## src/rtl/tagdir_pkg.sv

```systemverilog
package tagdir_pkg;

  // Strobes passed from the control part to the datapath for one cycle.
  typedef struct packed {
    logic doResp;   // register a response for the current request
    logic doFill;   // write the current request into fillWay
    logic doFlush;  // clear every valid bit
  } dirStrobe_t;

endpackage

```

## src/rtl/tagdir_datapath.sv

```systemverilog
module tagdir_datapath
  import tagdir_pkg::*;
#(
  parameter int unsigned ADDR_W = 8,
  parameter int unsigned SETS   = 4,
  parameter int unsigned WAYS   = 4,
  localparam int unsigned SET_W = $clog2(SETS),
  localparam int unsigned WAY_W = $clog2(WAYS),
  localparam int unsigned TAG_W = ADDR_W - SET_W
) (
  input  logic              clk,
  input  logic              rst_n,
  input  dirStrobe_t        ctl,
  input  logic [WAY_W-1:0]  fillWay,
  input  logic [ADDR_W-1:0] reqAddr,
  output logic [SET_W-1:0]  lookSet,
  output logic              lookHit,
  output logic              respValid,
  output logic              respHit,
  output logic [SET_W-1:0]  respSet,
  output logic [WAY_W-1:0]  respWay
);

  logic [TAG_W-1:0] tagMem   [SETS][WAYS];
  logic [WAYS-1:0]  validMem [SETS];
  logic [TAG_W-1:0] reqTag;
  logic [WAYS-1:0]  hitVec;
  logic [WAY_W-1:0] hitWay;

  assign lookSet = reqAddr[SET_W-1:0];
  assign reqTag  = reqAddr[ADDR_W-1:SET_W];

  // One comparator per way of the selected set.
  for (genvar w = 0; w < WAYS; w++) begin : g_cmp
    assign hitVec[w] = validMem[lookSet][w] && (tagMem[lookSet][w] == reqTag);
  end

  assign lookHit = |hitVec;

  // Way encoder; at most one way can match.
  always_comb begin
    hitWay = '0;
    for (int w = WAYS - 1; w >= 0; w--) begin
      if (hitVec[w]) hitWay = WAY_W'(w);
    end
  end

  // Valid bits.
  always_ff @(posedge clk or negedge rst_n) begin
    if (!rst_n) begin
      for (int s = 0; s < SETS; s++) validMem[s] <= '0;
    end else if (ctl.doFlush) begin
      for (int s = 0; s < SETS; s++) validMem[s] <= '0;
    end else if (ctl.doFill) begin
      validMem[lookSet][fillWay] <= 1'b1;
    end
  end

  // Tag storage; no reset needed, guarded by the valid bits.
  always_ff @(posedge clk) begin
    if (ctl.doFill) tagMem[lookSet][fillWay] <= reqTag;
  end

  // Response registers.
  always_ff @(posedge clk or negedge rst_n) begin
    if (!rst_n) begin
      respValid <= 1'b0;
      respHit   <= 1'b0;
      respSet   <= '0;
      respWay   <= '0;
    end else begin
      respValid <= ctl.doResp;
      if (ctl.doResp) begin
        respHit <= lookHit;
        respSet <= lookSet;
        respWay <= lookHit ? hitWay : fillWay;
      end
    end
  end

endmodule

```

## src/rtl/tagdir_control.sv

```systemverilog
module tagdir_control
  import tagdir_pkg::*;
#(
  parameter int unsigned SETS   = 4,
  parameter int unsigned WAYS   = 4,
  localparam int unsigned SET_W = $clog2(SETS),
  localparam int unsigned WAY_W = $clog2(WAYS)
) (
  input  logic             clk,
  input  logic             rst_n,
  input  logic             flush,
  input  logic             reqValid,
  input  logic [SET_W-1:0] lookSet,
  input  logic             lookHit,
  output dirStrobe_t       ctl,
  output logic [WAY_W-1:0] fillWay
);

  logic [WAY_W-1:0] ptrReg [SETS];
  logic [SETS-1:0]  ptrNone;
  logic [WAY_W-1:0] curPtr;

  assign curPtr = ptrReg[lookSet];

  // Next fill position: way 0 from the empty state, else one past the last fill.
  always_comb begin
    if (ptrNone[lookSet])                   fillWay = '0;
    else if (curPtr == WAY_W'(WAYS - 1))    fillWay = '0;
    else                                    fillWay = curPtr + 1'b1;
  end

  always_comb begin
    ctl.doFlush = flush;
    ctl.doResp  = reqValid && !flush;
    ctl.doFill  = reqValid && !flush && !lookHit;
  end

  // Per-set pointer; moves on fills only.
  always_ff @(posedge clk or negedge rst_n) begin
    if (!rst_n) begin
      ptrNone <= '1;
      for (int s = 0; s < SETS; s++) ptrReg[s] <= '0;
    end else if (ctl.doFlush) begin
      ptrNone <= '1;
      for (int s = 0; s < SETS; s++) ptrReg[s] <= '0;
    end else if (ctl.doFill) begin
      ptrReg[lookSet]  <= fillWay;
      ptrNone[lookSet] <= 1'b0;
    end
  end

endmodule

```

## src/rtl/tagdir_top.sv

```systemverilog
module tagdir_top
  import tagdir_pkg::*;
#(
  parameter int unsigned ADDR_W = 8,
  parameter int unsigned SETS   = 4,   // power of two, at least 2
  parameter int unsigned WAYS   = 4,   // power of two, at least 2
  localparam int unsigned SET_W = $clog2(SETS),
  localparam int unsigned WAY_W = $clog2(WAYS)
) (
  input  logic              clk,
  input  logic              rst_n,
  input  logic              flush,
  input  logic              reqValid,
  input  logic [ADDR_W-1:0] reqAddr,
  output logic              respValid,
  output logic              respHit,
  output logic [SET_W-1:0]  respSet,
  output logic [WAY_W-1:0]  respWay
);

  dirStrobe_t       ctl;
  logic [WAY_W-1:0] fillWay;
  logic [SET_W-1:0] lookSet;
  logic             lookHit;

  tagdir_control #(.SETS(SETS), .WAYS(WAYS)) u_ctrl (
    .clk(clk), .rst_n(rst_n), .flush(flush), .reqValid(reqValid),
    .lookSet(lookSet), .lookHit(lookHit), .ctl(ctl), .fillWay(fillWay)
  );

  tagdir_datapath #(.ADDR_W(ADDR_W), .SETS(SETS), .WAYS(WAYS)) u_dp (
    .clk(clk), .rst_n(rst_n), .ctl(ctl), .fillWay(fillWay), .reqAddr(reqAddr),
    .lookSet(lookSet), .lookHit(lookHit), .respValid(respValid),
    .respHit(respHit), .respSet(respSet), .respWay(respWay)
  );

endmodule

```

## config.mk

```make
export PLATFORM = sky130hd
export DESIGN_NAME = tagdir_top
export DESIGN_NICKNAME = d
export VERILOG_FILES = /design/src/rtl/tagdir_pkg.sv /design/src/rtl/tagdir_datapath.sv /design/src/rtl/tagdir_control.sv /design/src/rtl/tagdir_top.sv
export SDC_FILE = /design/constraint.sdc
export NUM_CORES = 1
export LEC_CHECK = 0
export ABC_AREA = 1
export BUFFER_PORTS_ARGS = -buffer_cell sky130_fd_sc_hd__buf_2
export CORE_AREA = 2 2 115 117
export CTS_BUF_LIST = sky130_fd_sc_hd__clkbuf_8
export CTS_CLUSTER_DIAMETER = 80
export DETAILED_ROUTE_END_ITERATION = 8
export DIE_AREA = 0 0 117 119
export GPL_TIMING_DRIVEN = 1
export PLACE_DENSITY = 0.65
export SLEW_MARGIN = 20
export SYNTH_ARGS = -nofsm -noshare
export SYNTH_HDL_FRONTEND = slang
export SYNTH_SLANG_ARGS = --single-unit
```

## constraint.sdc

```tcl
create_clock -name clk -period 2.35 [get_ports clk]
set_input_delay 0.47 -clock clk [delete_from_list [all_inputs] [get_ports clk]]
set_output_delay 0.47 -clock clk [all_outputs]
set_load 0.05 [all_outputs]
```

==> Yosys cells after proc, flatten, opt, wreduce, memory -nomap -nowiden <==
Memory sizes are Yosys's and may differ from the RTL's.
Index checks and enable logic that the tools add are counted.
{ "op_classes": {"n_eq_ne": 5, "n_lt_le_gt_ge": 8, "bitwise_logic": 5, "muxes": 34, "n_addsub": 1, "reduce_logical": 14} }
{ "op_table": {"columns": ["op", "n"], "rows": [
  ["$mux 16", 2],
  ["$eq 6x6->1", 4],
  ["$mux 24", 1],
  ["$mux 2", 10],
  ["$mux 4", 5],
  ["$mux 8", 2],
  ["$or 16x16->16", 1],
  ["$demux 6 s2", 1],
  ["$logic_and 1x1->1", 10],
  ["$bmux 4 s2", 1],
  ["$bwmux 8", 1],
  ["$demux 4 s2", 1],
  ["$ge 3x3->1 const B", 2],
  ["$lt 2x3->1 const B", 2],
  ["$lt 3x1->1 const B", 2],
  ["$mux 6", 1],
  ["$not 2->3", 2],
  ["$and 4x4->4", 1],
  ["$bmux 2 s2", 1],
  ["$demux 1 s2", 2],
  ["$demux 2 s2", 1],
  ["$ge 2x1->1 const B", 2],
  ["$mux 1", 4],
  ["$not 4->4", 1],
  ["other kinds (6)", 7]
]} }
{ "totals": {"memories": 1, "ram_bits": 96, "wordCells": 81, "reg_bits": 34} }
{ "mem_list": {"columns": ["memory", "words", "word_bits", "rd", "rd_ports_with_merged_regs", "write_ports", "line", "source"], "rows": [
  ["u_dp.tagMem", 4, 24, 1, 0, 1, "tagdir_datapath.sv:24", "logic [TAG_W-1:0] tagMem [SETS][WAYS];"]
]} }

==> Depth between registers and ports, before layout <==
Gate-level depths: netlist of the first run.
{ "logic_depth": {"depth_word": 16, "ltp_mapped": 19, "ltp_nobuf": 17} }

==> Modules after synthesis <==
A second synthesis of the first run with hierarchy kept.
{ "unflattened": {"cells_unflattened": 677, "hier_area_um2": 6048.3} }
{ "modules_own_cells": {"columns": ["module", "cells_each", "area_per_inst_um2", "seq_area_each_um2", "n_inst"], "rows": [
  ["tagdir_datapath", 570, 5282.6, 3433.3, 1],
  ["tagdir_control", 107, 765.7, 305.3, 1]
]} }

==> Least setup slack after synthesis of the first run <==
OpenSTA, ideal clock, no wires.
{ "synth_path": {"path_type": "input to register", "from": "input port reqAddr[1]", "to": "memory u_dp.tagMem[0][10] (netlist bit), enable pin", "setup_ns": 0.350, "t_required_ns": 2.000, "arrival_ns": 2.262, "path_buffers": 2, "path_slack_ns": -0.262, "path_stages": 11, "cell_sequence": "buf_4 inv_2 nor2_4 buf_2 a22oi_1 nand2_1 ha_1 nand2_2 nor2_2 nand2_1 nor2_1"} }
{ "synth_via": {"elab_chain_cells": 13} }
{ "synth_lines": {"columns": ["item", "line", "source"], "rows": [
  ["start, declared", "tagdir_top.sv:14", "input logic [ADDR_W-1:0] reqAddr,"],
  ["$not 2->3 (not written as such)", "tagdir_datapath.sv:35, tagdir_control.sv:23", null],
  ["$bmux 2 s2", "tagdir_control.sv:23", "assign curPtr = ptrReg[lookSet];"],
  ["$mux 2 (not written as such) (2 in series)", "tagdir_control.sv:23", null],
  ["$add 2x1->2 or $eq 2x2->1 (tied branches)", "tagdir_control.sv:29, tagdir_control.sv:28", null],
  ["$mux 2", "tagdir_control.sv:28", "else if (curPtr == WAY_W'(WAYS - 1)) fillWay = '0;"],
  ["$mux 2", "tagdir_control.sv:27", "if (ptrNone[lookSet]) fillWay = '0;"],
  ["$not 2->3 (not written as such)", "tagdir_datapath.sv:61", "if (ctl.doFill) tagMem[lookSet][fillWay] <= reqTag;"],
  ["$ge 3x3->1 (not written as such) or $lt 3x1->1 (tied branches)", "tagdir_datapath.sv:61", null],
  ["$logic_and 1x1->1 (not written as such)", "tagdir_datapath.sv:61", null],
  ["$mux 6 (not written as such)", "tagdir_datapath.sv:61", null],
  ["$demux 6 s2", "tagdir_datapath.sv:61", null],
  ["$mux 24 (not written as such)", "tagdir_datapath.sv:61", null],
  ["end, declared", "tagdir_datapath.sv:24", null]
]} }
Parallel ways exist; a longest one is shown, timed or not. The select of a mux whose other input is x is not followed.

==> Worst setup path in the final report of the first run <==
{ "layout_path": {"from": "input port reqAddr[0]", "to": "register u_dp.validMem[9] (netlist bit)"} }
{ "layout_via": {"elab_chain_cells": 16} }
{ "layout_lines": {"columns": ["item", "line", "source"], "rows": [
  ["$not 2->3 (not written as such)", "tagdir_datapath.sv:35, tagdir_datapath.sv:55, tagdir_control.sv:23", null],
  ["$bmux 2 s2", "tagdir_control.sv:23", null],
  ["$mux 2 (not written as such) (2 in series)", "tagdir_control.sv:23", null],
  ["$add 2x1->2 or $eq 2x2->1 (tied branches)", "tagdir_control.sv:29, tagdir_control.sv:28", null],
  ["$mux 2", "tagdir_control.sv:28", null],
  ["$mux 2", "tagdir_control.sv:27", null],
  ["$lt 2x3->1 (not written as such) or $ge 2x1->1 (tied branches)", "tagdir_datapath.sv:55", "validMem[lookSet][fillWay] <= 1'b1;"],
  ["$logic_and 1x1->1 (not written as such)", "tagdir_datapath.sv:55", null],
  ["$mux 1 (not written as such)", "tagdir_datapath.sv:55", null],
  ["$demux 1 s2", null, null],
  ["$mux 4 (not written as such)", "tagdir_datapath.sv:55", null],
  ["$demux 4 s2", "tagdir_datapath.sv:55", null],
  ["$or 16x16->16 (no line)", null, null],
  ["$mux 16", "tagdir_datapath.sv:54", "end else if (ctl.doFill) begin"],
  ["$mux 16", "tagdir_datapath.sv:52", "end else if (ctl.doFlush) begin"],
  ["end signal, assigned by index", "tagdir_datapath.sv:55", null],
  ["end, declared", "tagdir_datapath.sv:25", "logic [WAYS-1:0] validMem [SETS];"]
]} }
Parallel ways exist; a longest one is shown, timed or not. The select of a mux whose other input is x is not followed.
A chain may end at the register's enable or synchronous reset.

==> key figures, run 1 <==
Run status
  • Status: complete, no violations

Drt
  • WL final: 15900 um
  • DRT antenna net count: 0
  • Vias: 5036
  • Pre-Repair DR Iteration Count: 5
  • 1st-iter DRT viols: 387
  • Routed len/inst: 16.1 um
  • # DRC: 0
  • Vias per Instance: 5.11

Yosys
  • Cell Area, Synth: 6240 um^2
  • Register area share after synthesis: 59.9%
  • Syn Inst Count: 703
  • Synth cell types: 26
  • Mapped Nets: 716
  • Avg Inst Size Synth: 8.87 um^2
  • Warnings from Yosys: 0
  • Seq cells post-synth: 130

Timing
  • Relative slew margins: 50.6%
  • Maximum operating frequency: 0.439 GHz
  • RSZ-0062 raised after global routing: false
  • Crit share post-route: 96.8%
  • Final worst slack: 0.0740 ns
  • Final hold violation count: 0
  • Pins Over Slew Limit: 0
  • Final Skew: 0.0123 ns
  • Final period demand of the worst path: 2.28 ns
  • Worst Tran Pin Value: 0.741 ns
  • Final setup violation count: 0

Pwr
  • Pwr Total: 5160 uW
  • VDD IR max: 367 uV
  • Leak: 0.00353 uW
  • Pwr Density: 666 nW/um^2

Place
  • Port Buffers: 17
  • Post-DP Area: 7240 um^2
  • Post-Place Cells: 950
  • Placer congestion estimate: 0.889
  • Placement Setup Slack: -0.439 ns
  • Post-DP HPWL: 11500 um

Floorplanning
  • Die height: 119 um
  • # IOs: 18
  • Width of the chip: 117 um
  • Core footprint: 12900 um^2
  • Initial Util: 48.5%
  • Rows: 42
  • Die area: 13900 um^2

Final layout
  • Fillcell total: 1121
  • Post-layout util: 60.2%
  • Cell Count, Final, Fillers Out: 986
  • Layout cells sized above 1: 22.6%
  • ANT cells: 0
  • Final instance area: 7760 um^2
  • Most common cell after layout, fill and taps aside: nand2_1
  • Most frequent cells in the layout: nand2_1, edfxtp_1, buf_4, nand3_1, inv_1
  • Final net count: 810
  • P&R area growth vs syn: 24.3%

Clocking
  • CTS Buf Count: 17
  • Skew-Pair Late Insertion Delay: 0.45 ns
  • CTS sink count: 130
  • CTS tree: yes
  • Clock root buffer: clkbuf_8
  • Max clock buf depth: 2
  • Cts hold-fix bufs: 0
  • Worst-path clk slew: 0.07 ns
  • Max H-tree Level: 4

Global routing
  • Initial antenna violation count: 0
  • Vias in the first global route: 4943
  • GRT Total Usage: 24.6%
  • Pin count of the biggest net entering global routing: 35
  • Total gr overflow: 0
  • First-pass GRT wire length: 25500 um

Setup path
  • CP Launch Type: primary input
  • R2R setup slack: 0.22 ns
  • CP Max Fanout: 15
  • Reg2Reg Depth: 15
  • Arr. time, crit path: 2.61 ns
  • CP Data Required Time: 2.68 ns
  • Crit Path Category: primary input to flop
  • Worst setup EP type: flop

Hold path
  • HP Class: primary input to async pin

Job
  • Max cap viols: 0
## stage by stage
stage / hold slack [ns] / setup TNS (ns)
after floorplan: 0.174 / -1.74
after global placement: 0.453 / -45.77
after detailed placement: 0.454 / -47.48
after CTS: 0.0881 / 0
after global routing: 0.113 / 0
final: 0.0828 / 0
## synthesized netlist by cell type, drive strengths merged
| library cell | n | share of area, % |
|---|---|---|
| buf | 23 | 2.5 |
| a21oi | 23 | 1.8 |
| nand3 | 64 | 5.2 |
| dfstp | 4 | 1.7 |
| nor2 | 52 | 4.2 |
| nand2 | 339 | 21 |
| a22oi | 4 | 0.48 |
| nand4 | 9 | 0.90 |
| dfrtp | 30 | 12 |
| o21ai | 8 | 0.64 |
| clkbuf | 6 | 0.36 |
| ha | 1 | 0.20 |
| inv | 43 | 2.6 |
| and3 | 1 | 0.10 |
| edfxtp | 96 | 46 |
## state kept, by name, indices dropped and copies added, names as in the netlist
name and flops:
u_dp.validMem 16, u_dp.respSet 2, u_dp.respWay 2, u_ctrl.ptrNone 4, u_dp.respHit 1, u_dp.respValid 1, u_dp.tagMem 96, u_ctrl.ptrReg 8
## cells by family (layout without fill, tap and decap cells)
family,after synthesis,count (layout),synth area share (%)
buffers and inverters,72,179,5.54
adders and majority gates,1,1,0.201
AOI/OAI and AO/OA,35,35,2.97
and+or+nand+nor,465,465,31.4
DFF,130,130,59.9
## routing by layer
metal	up-vias	GRT usage [%]	wire length [um]	share of wire (%)
met5	-	0	0	0
met4	0	8.53	279	1.8
met3	20	6.11	827	5.2
met2	143	38.4	7620	48
met1	2400	33.6	7130	45
li1	2473	-	-	-
## area by class of cell
cell class              count  area (um^2)  area share, %
flip-flops and latches    130         3740           48.2
multi-input cells         501         2300           29.6
repair buffers            104          902           11.6
clock buffers              17          234           3.02
well taps                 176          220           2.84
clock inverters            15          190           2.45
inverters                  43          171           2.21
## report_power, final
part	internal, uW	total (uW)	switching (uW)
clock network	1140	2020	874
registers	2510	2530	19.0
logic	221	618	397
total	3870	5160	1290
## what timing repair did
item	CTS	global route
endpoints found under the setup margin	0	111
gates resized for setup	0	15
buffers inserted	0	3
## critical path: stages
cell     delay, ns
buf_4         0.15
buf_12        0.15
nand2_4       0.06
inv_2         0.05
buf_12        0.13
nand2_1       0.06
nand2_1       0.05
nor2_1        0.20
nand2_1       0.09
inv_1         0.07
nand2_1       0.05
nor2_1        0.09
nand2_1       0.10
nand2_2       0.13
nor2_4        0.07
nand2_4       0.13
buf_4         0.15
buf_12        0.13
nand2_4       0.11
nand2_1       0.10
nand2_1       0.06
## worst paths after layout
check	to	from
worst max-delay path	u_dp.validMem[9]	reqAddr[0]
worst min-delay path	u_dp.validMem[14]	rst_n
worst max register to register	u_dp.tagMem[0][18]	u_dp.validMem[5]
worst min register to register	u_ctrl.ptrNone[2]	u_ctrl.ptrNone[2]
max in group asynchronous	u_ctrl.ptrReg[2]	rst_n
min in group clk	u_dp.tagMem[1][17]	reqAddr[7]
(Power assumes the default switching activity.)
==> run 2: changes to the inputs <==
- ABC_AREA: 1 -> 0
- CORE_AREA: 2 2 115 117 -> 2 2 110 112
- DIE_AREA: 0 0 117 119 -> 0 0 112 114
- PLACE_DENSITY: 0.65 -> unset
==> key figures, run 2 <==
Yosys
  • Top post-synthesis cells by count: edfxtp_1, dfrtp_1, mux2i_1, nand2_1, nor2_1 (was nand2_1, edfxtp_1, nand3_1, nor2_1, inv_1)
  • Mapped Nets: 374 (was 716)
  • Register area share after synthesis: 66.5% (was 59.9%)
  • Mux cell area share after synthesis: 12.9% (was 0%)
  • Largest family of logic cells by synthesized area: multiplexers (was simple AND/OR/NAND/NOR gates)
  • Cell Area, Synth: 5620 um^2 (was 6240 um^2)
  • Syn Inst Count: 361 (was 703)
  • Avg Inst Size Synth: 15.6 um^2 (was 8.87 um^2)
  • Post-synthesis compound-gate area fraction: 5.27% (was 2.97%)
  • Count leader, synth: edfxtp_1 (was nand2_1)
  • Main synth FF type: edfxtp_1 (unchanged)
  • Area leader, netlist: edfxtp_1 (unchanged)
  • Post-Synth XOR/XNOR Area: 4.36% (was 0%)
  • Synth cell types: 50 (was 26)
  • Top cell type's share of synthesized area: 51.3% (was 46.2%)
  • Warnings from Yosys: 0 (unchanged)
  • Post-Synth Simple-Gate Area: 6.61% (was 31.4%)
  • Seq cells post-synth: 130 (unchanged)
  • EDFF count, synth: 96 (unchanged)
  • Most area-consuming cells after synthesis: edfxtp_1, dfrtp_1, mux4_2, mux4_1, mux2i_1 (was edfxtp_1, nand2_1, dfrtp_1, nand3_1, nor2_1)
  • Adder-Cell Fraction of Synth Area: 0.223% (was 0.201%)
  • Post-synth ARST share: 26.2% (unchanged)

Floorplanning
  • Die height: 114 um (was 119 um)
  • Die area: 12800 um^2 (was 13900 um^2)
  • Initial Util: 48.0% (was 48.5%)
  • Width of the chip: 112 um (was 117 um)
  • # IOs: 18 (unchanged)
  • Rows: 40 (was 42)
  • Core footprint: 11700 um^2 (was 12900 um^2)

Drt
  • Vias: 3339 (was 5036)
  • DRT antenna net count: 0 (unchanged)
  • WL final: 12600 um (was 15900 um)
  • Pre-Repair DR Iteration Count: 5 (unchanged)
  • 1st-iter DRT viols: 215 (was 387)
  • # DRC: 0 (unchanged)
  • Routed len/inst: 20.4 um (was 16.1 um)
  • Vias per Instance: 5.42 (was 5.11)

Setup path
  • Worst setup path end: u_dp.tagMem[2][0] (was u_dp.validMem[9])
  • Reg-to-Reg Start: u_dp.tagMem[2][5] (was u_dp.validMem[5])
  • CP Launch Type: flop (was primary input)
  • Worst reg2reg endpoint: u_dp.tagMem[2][0] (was u_dp.tagMem[0][18])
  • R2R setup slack: -0.08 ns (was 0.22 ns)
  • CP Max Fanout: 6 (was 15)
  • Crit Path Category: flop to flop (was primary input to flop)
  • Arr. time, crit path: 2.55 ns (was 2.61 ns)
  • Reg2Reg Depth: 9 (was 15)
  • CP Data Required Time: 2.47 ns (was 2.68 ns)
  • Worst setup EP type: flop (unchanged)
  • Crit path launch: u_dp.tagMem[2][5] (was reqAddr[0])

Clocking
  • Max clock buf depth: 2 (unchanged)
  • Clock root buffer: clkbuf_8 (unchanged)
  • CTS Buf Count: 17 (unchanged)
  • Cts hold-fix bufs: 0 (unchanged)
  • Max H-tree Level: 4 (unchanged)
  • CTS sink count: 130 (unchanged)
  • Worst-path clk slew: 0.08 ns (was 0.07 ns)
  • Skew-Pair Late Insertion Delay: 0.44 ns (was 0.45 ns)
  • CTS tree: yes (unchanged)

Pwr
  • VDD IR max: 383 uV (was 367 uV)
  • Leak: 0.00270 uW (was 0.00353 uW)
  • Pwr Density: 674 nW/um^2 (was 666 nW/um^2)
  • Pwr Total: 4810 uW (was 5160 uW)

Global routing
  • Initial antenna violation count: 0 (unchanged)
  • Total gr overflow: 0 (unchanged)
  • First-pass GRT wire length: 19900 um (was 25500 um)
  • Pin count of the biggest net entering global routing: 35 (unchanged)
  • GRT Total Usage: 21.2% (was 24.6%)
  • Vias in the first global route: 3618 (was 4943)

Timing
  • RSZ-0062 raised after global routing: true (was false)
  • Final Skew: 0.00973 ns (was 0.0123 ns)
  • Final setup violation count: 69 (was 0)
  • Final period demand of the worst path: 2.43 ns (was 2.28 ns)
  • WHS: 0.0980 ns (was 0.0828 ns)
  • Crit share post-route: 103% (was 96.8%)
  • Relative slew margins: 48.3% (was 50.6%)
  • Worst Tran Pin Value: 0.775 ns (was 0.741 ns)
  • Final worst slack: -0.0796 ns (was 0.0740 ns)
  • Final hold violation count: 0 (unchanged)
  • Maximum operating frequency: 0.412 GHz (was 0.439 GHz)
  • Pins Over Slew Limit: 0 (unchanged)

Place
  • Port Buffers: 17 (unchanged)
  • Placement Setup Slack: -0.933 ns (was -0.439 ns)
  • Placer congestion estimate: 0.792 (was 0.889)
  • Post-Place Cells: 563 (was 950)
  • Post-DP HPWL: 8450 um (was 11500 um)

Final layout
  • Final net count: 469 (was 810)
  • ANT cells: 0 (unchanged)
  • Biggest regs: u_dp.tagMem (96), u_dp.validMem (16), u_ctrl.ptrReg (8) (unchanged)
  • Biggest register: u_dp.tagMem (unchanged)
  • Most common cell after layout, fill and taps aside: edfxtp_1 (was nand2_1)
  • P&R area growth vs syn: 26.9% (was 24.3%)
  • Max reg flops: 96 (unchanged)
  • Fillcell total: 934 (was 1121)
  • Cell Count, Final, Fillers Out: 616 (was 986)
  • Layout cells sized above 1: 39.7% (was 22.6%)
  • Most frequent cells in the layout: edfxtp_1, buf_4, dfrtp_1, buf_6, mux2i_1 (was nand2_1, edfxtp_1, buf_4, nand3_1, inv_1)

Run status
  • Failing checks: negative setup slack
  • Status: finished, violations left (was complete, no violations)

Hold path
  • HP Class: primary input to async pin (unchanged)

Job
  • Max cap viols: 0 (unchanged)
-- run 2: per-stage QoR --
step	setup TNS (ns)	cell area [um^2]	util (%)
6_report	-3.49	7140	60.9
5_1_grt	-14.71	7140	60.9
4_1_cts	-6.31	7010	59.8
3_5_place_dp	-83.38	6330	54.1
3_3_place_gp	-74.96	6330	54.1
2_1_floorplan	-35.90	5760	-
-- run 2: area by class of cell --
type	instances	area (um^2)	area share (%)
Clock inverter	15	150	2.10
Tap cell	147	184	2.58
Timing Repair Buffer	101	921	12.9
Multi-Input combinational cell	189	1850	25.9
Sequential cell	130	3740	52.4
Clock buffer	17	234	3.28
Inverter	17	63.8	0.894
-- run 2: metal layers --
metal / wire, um / vias to the layer above / global-route usage [%]
li1: - / 1539 / -
met1: 5520 / 1734 / 26.2
met2: 6500 / 52 / 37.2
met3: 412 / 14 / 5.31
met4: 150 / 0 / 6.75
met5: 0 / - / 0
-- run 2: timing repair --
item,CTS,global route
cloned,1,0
pin swaps,21,14
setup endpoints to repair,117,121
gates resized for setup,42,20
buffers inserted,14,7
-- run 2: how the worst min path moves through the flow --
stage,slack (ns),to
after global placement,0.46,u_dp.respSet[0]
after CTS,0.09,u_dp.validMem[9]
final,0.1,u_dp.validMem[9]
after detailed placement,0.47,u_dp.respSet[0]
after global routing,0.14,u_dp.validMem[9]
after floorplan,0.17,u_ctrl.ptrReg[0]
-- run 2: critical path, stage by stage, from the launching register on --
cell	delay [ns]
edfxtp_1	0.38
mux4_2	0.50
xor2_2	0.16
nor3_2	0.05
nand4_1	0.12
o31a_2	0.22
nand4_1	0.16
buf_6	0.18
buf_6	0.12
nor2_4	0.21
-- run 2: cells by family after synthesis --
kind of cell / count (synthesis)
AOI/OAI and AO/OA: 42
xor gates and xnor gates: 28
adders and majority gates: 1
buffers and inverters: 42
DFF: 130
muxes: 44
and+or+nand+nor: 74
-- run 2: report_power, final --
part           switching [uW]  total, uW  leakage (uW)  internal, uW
logic                     231        424       0.00118           193
clock network             859       1880      0.000202          1020
registers                10.6       2510       0.00132          2500
total                    1100       4810       0.00270          3710
